===== src/rtl/hk_phase_mod.sv =====
module hk_phase_mod #(
  parameter int PROF_W  = 20,
  parameter int FREQ_W  = 4,
  parameter int PHASE_W = 8,
  parameter int CNT_W   = 12
) (
  input  logic               clk,
  input  logic               rst_n,
  input  logic               en,
  input  logic [1:0]         mode,
  input  logic [CNT_W-1:0]   period_len,
  input  logic [PROF_W-1:0]  slope_offset,
  input  logic [PROF_W-1:0]  slope_step,
  output logic [PHASE_W-1:0] phase_code,
  output logic [FREQ_W-1:0]  freq_word
);
  localparam int FRAC_W = PROF_W - FREQ_W;
  localparam logic [PHASE_W-1:0] MID = PHASE_W'(1 << (FREQ_W - 1));
  localparam logic [PHASE_W-1:0] WMAX = PHASE_W'((1 << FREQ_W) - 1);
  localparam logic [1:0] M_DOWN = 2'd1, M_CENTER = 2'd2;

  logic [CNT_W-1:0]  cnt;
  logic [PROF_W-1:0] slope, prof;
  logic [FRAC_W-1:0] resid;
  logic [1:0]        mode_q;

  logic [CNT_W-1:0] half, quarter, pos;
  logic             first, restart, rising, wrap;
  logic [PROF_W:0]  sum;
  logic [PHASE_W-1:0] fw, ph_next;

  assign half    = period_len >> 1;
  assign quarter = half >> 1;
  assign first   = cnt < half;
  assign pos     = first ? cnt : cnt - half;
  assign restart = (cnt == '0) || (cnt == half);
  assign rising  = pos < quarter;
  assign wrap    = cnt == period_len - 1'b1;
  assign sum     = {1'b0, prof} + {{(FREQ_W+1){1'b0}}, resid};
  assign fw      = PHASE_W'(freq_word);

  always_comb begin
    case (mode_q)
      M_DOWN:   ph_next = phase_code - fw;
      M_CENTER: ph_next = phase_code + fw - MID;
      default:  ph_next = phase_code + fw;
    endcase
  end

  always_ff @(posedge clk or negedge rst_n) begin
    if (!rst_n) begin
      cnt        <= '0;
      slope      <= '0;
      prof       <= '0;
      resid      <= '0;
      freq_word  <= '0;
      phase_code <= '0;
      mode_q     <= '0;
    end else if (!en) begin
      cnt       <= '0;
      slope     <= '0;
      prof      <= '0;
      resid     <= '0;
      freq_word <= '0;
      mode_q    <= mode;
    end else begin
      cnt        <= wrap ? '0 : cnt + 1'b1;
      slope      <= restart ? slope_offset : (rising ? slope + slope_step : slope - slope_step);
      prof       <= (cnt == '0) ? '0 : (first ? prof + slope : prof - slope);
      freq_word  <= sum[PROF_W] ? '1 : sum[PROF_W-1 -: FREQ_W];
      resid      <= sum[FRAC_W-1:0];
      phase_code <= ph_next;
      if (cnt == '0) mode_q <= mode;
    end
  end

  AST_IDLE_HOLD: assert property (@(posedge clk) disable iff (!rst_n)
    !en |=> $stable(phase_code));
  AST_IDLE_FREQ: assert property (@(posedge clk) disable iff (!rst_n)
    !en |=> freq_word == '0);
  AST_MODE_BOUNDARY: assert property (@(posedge clk) disable iff (!rst_n)
    (en && cnt != '0) |=> $stable(mode_q));
  AST_UP_STEP: assert property (@(posedge clk) disable iff (!rst_n)
    (en && mode_q != M_DOWN && mode_q != M_CENTER) |=>
      PHASE_W'(phase_code - $past(phase_code)) <= WMAX);
  AST_DOWN_STEP: assert property (@(posedge clk) disable iff (!rst_n)
    (en && mode_q == M_DOWN) |=>
      PHASE_W'($past(phase_code) - phase_code) <= WMAX);
  AST_CENTER_STEP: assert property (@(posedge clk) disable iff (!rst_n)
    (en && mode_q == M_CENTER) |=>
      PHASE_W'(phase_code - $past(phase_code) + MID) <= WMAX);
  AST_COUNT_RANGE: assert property (@(posedge clk) disable iff (!rst_n)
    (en && $stable(period_len)) |-> cnt < period_len);
endmodule


===== config.mk =====
export PLATFORM = sky130hd
export DESIGN_NAME = hk_phase_mod
export DESIGN_NICKNAME = d
export VERILOG_FILES = /design/src/rtl/hk_phase_mod.sv
export SDC_FILE = /design/constraint.sdc
export NUM_CORES = 1
export LEC_CHECK = 0
export BUFFER_PORTS_ARGS = -buffer_cell sky130_fd_sc_hd__buf_2
export CAP_MARGIN = 20
export CORE_MARGIN = 3
export CORE_UTILIZATION = 25
export DETAILED_ROUTE_END_ITERATION = 8
export PLACE_DENSITY = 0.43
export SETUP_SLACK_MARGIN = 0.2
export SLEW_MARGIN = 20
export SYNTH_ARGS = -nofsm -noshare
export SYNTH_HDL_FRONTEND = slang
export SYNTH_SLANG_ARGS = --single-unit
export TNS_END_PERCENT = 50

===== constraint.sdc =====
create_clock -name clk -period 7.2 [get_ports clk]
set_input_delay 0.36 -clock clk [delete_from_list [all_inputs] [get_ports clk]]
set_output_delay 0.36 -clock clk [all_outputs]
set_load 0.01 [all_outputs]

==> metrics.txt <==
Synth area leader dfrtp_1; post-synth top area share approximately 26%; pwr dens between 200 and 300 mW/mm^2; largest net degree at the start of global routing 50; utilization after layout 29.33%; GR Util met1 18.30%; All-Layer GR Usage 12.83%; number of global-route vias before repair just under 7000; Synth Cell Area 0.007990 sq mm; met2 GRT Util 20.55%; setup bufs post-CTS 0; Post-synth EDFFs 0; Rows 64; fillcell total 3343; WS Path Type reg -> reg; status finished, final reports clean; hold path start mode[1]; Placer Congestion 0.8451; Static Leak 4.460 nW; initial drt markers between 200 and 300; final hold viol count 0; R2R depth 30; met3 Resource Use GR between 1.5 and 2%; nets ~1200; area added between synthesis and finish 14.06%; worst ir drop on vdd 0.1138 mV; top-count cell post-synth nor2_1; unrepaired setup endpoints after global routing no; CTS tree built; Crit Path Max Fanout 17; actual slew at the worst max-slew pin 0.9993 ns; Die H 184.8 um; CP max stage cell or4_4; # IOs approximately 70; Synth warnings 0; Clock Pin Slew Worst Setup and Hold Paths 0.07 ns; max cap viols 0; die area 0.03414 sq mm; syn_nets 1130; Avg WL per Cell approximately 15 um; FFs w/ async S/R, synth 100.0%; Final setup viols 0; Design Power 2.279 mW; antenna violations before repair 0; H-Tree Depth 3; Tcrit/Tclk final between 80% and 90%; HP Class in -> reg; Crit path arrival time about 6.6 ns; initial core utilization 25.72%; worst reg2reg path startpoint cnt[0]; Vias 6950; setup TNS 0 ns; Sink Count 82; Tmin final 6.354 ns; clock skew 0.007560 ns; die span in x 184.8 um; antenna diode count 0; critical path required time 7.44 ns; Pre-antenna DRT Iters 5; GRT busiest layer met2; Unique masters post-synth 69; # port buffers 68; remaining routing DRC violations 0; Routed Antenna Nets 0; Slew Limit Fails 0; clock buffer depth 2; hpwl dp 16.90 mm; Worst Setup End Kind register; Clock Tree Root clkbuf_16; Num CTS Buffers 9; gr ovfl total 0; final WL 21.40 mm; ranking of synthesized cells by area dfrtp_1 (26%), ha_1 (14%), xor2_1 (7.8%), nor2_1 (5.3%), xnor2_1 (4.8%); stages on the worst setup path 30; Slew HR 33.38%; Vias per Instance 4.836; Multi-input gate area 0.005642 sq mm; Post-Synthesis Cells 977; layout cells sized above 1 10.76%; core footprint between 0.03 and 0.04 sq mm; first-pass GRT wire length 35.54 mm; Hold WS 0.2177 ns; Reg area between 0.002 and 0.0025 sq mm; hold depth 3; main flop type after synthesis dfrtp_1; CP bufs+invs 2; sequential fraction of the synthesis area about a quarter; #FFs+latches synth 82; clk_lat worst skew ~0.35 ns; startpoint types register; FMAX roughly 160 MHz; Synth top cells by count nor2_1 (112), ha_1 (90), dfrtp_1 (82); cell repeated most along the worst path a21oi_1; syn_area_per_cell between 8 and 9 sq um; origin of the worst setup path cnt[0]; critical path's top delay family compound AO/OA/AOI/OAI gates; critical path's largest stage delay 0.56 ns
path summary, 6_finish.rpt:
check / endpoint / slack (ns)
min in group asynchronous: phase_code[5] / 0.52
max reg2reg: slope[19] / 0.85
max in group asynchronous: slope[0] / 5.63
min reg2reg: phase_code[0] / 0.57
max: slope[19] / 0.85
min: mode_q[1] / 0.22
power by group:
part | internal, mW | switching [mW] | total, mW
registers | 0.562 | 0.117 | 0.679
clock network | 0.271 | 0.207 | 0.479
logic | 0.497 | 0.625 | 1.12
total | 1.33 | 0.949 | 2.28
state kept, by name, indices dropped and copies added, names as in the netlist:
name and count:
cnt 12, mode_q 2, prof 20, slope 20, resid 16, freq_word 4, phase_code 8
layout make-up:
class	count	area share [%]
Clock buffer	9	2.471
Clock inverter	7	0.8375
Inverter	48	1.977
Multi-Input combinational cell	814	61.90
Sequential cell	82	22.52
Tap cell	396	5.437
Timing Repair Buffer	81	4.860
cell families after synthesis:
logic type	after synthesis	share of synthesized area, %
and+or+nand+nor	338	20.20
AOI/OAI and AO/OA	259	21.03
xor gates and xnor gates	115	12.61
adders and majority gates	96	15.60
DFF	82	25.68
buffers and inverters	81	4.103
muxes	6	0.7830
per-stage QoR:
| stage | worst slack [ns] | instance area, sq um | cells |
|---|---|---|---|
| global route | 0.2147 | 9114 | 1437 |
| finish | 0.8462 | 9114 | 1437 |
| detailed placement | 0.6135 | 8785 | 1420 |
| CTS | 0.5848 | 9096 | 1437 |
| floorplan | 1.111 | 7990 | 977 |
| global placement | 0.7665 | 8785 | 1420 |
cell usage in the layout (no fill, tap or decap), drive strengths merged, types with 4 or more instances in the layout:
master,n
nor4,9
ha,90
nor2b,13
nor3,23
o31ai,18
or3,13
clkbuf,9
a211oi,9
a2111oi,5
and2,8
mux2i,4
and3,9
a31oi,10
xor2,71
o21bai,6
a21oi,73
dfrtp,82
a21o,27
nand3,25
inv,50
nand2,81
o21a,15
o21ai,54
nand4,8
fa,6
o211ai,7
nor4b,4
or4,4
buf,80
nand2b,15
nor2,112
xnor2,44
or2,5
routing by layer:
layer  vias up  wire length (um)
li1       3614                 -
met5         -                 0
met3        18               540
met2       111              9411
met4         0               301
met1      3207             11150
worst register-to-register path: cells and delay by family (launching register included):
kind            cells  cell delay (ns)
fa+ha+maj           4             0.87
flops               1             0.47
xor+xnor            1             0.11
compound gates     15             3.02
buf+inv             2             0.33
simple gates        8             1.43
repair_timing:
| action | in CTS | in global routing |
|---|---|---|
| hold buffers | 1 | 0 |
| endpoints found under the hold margin | 9 | 0 |
| gates resized for setup | 0 | 3 |
| setup endpoints to repair | 0 | 7 |
(Power assumes the default switching activity.)
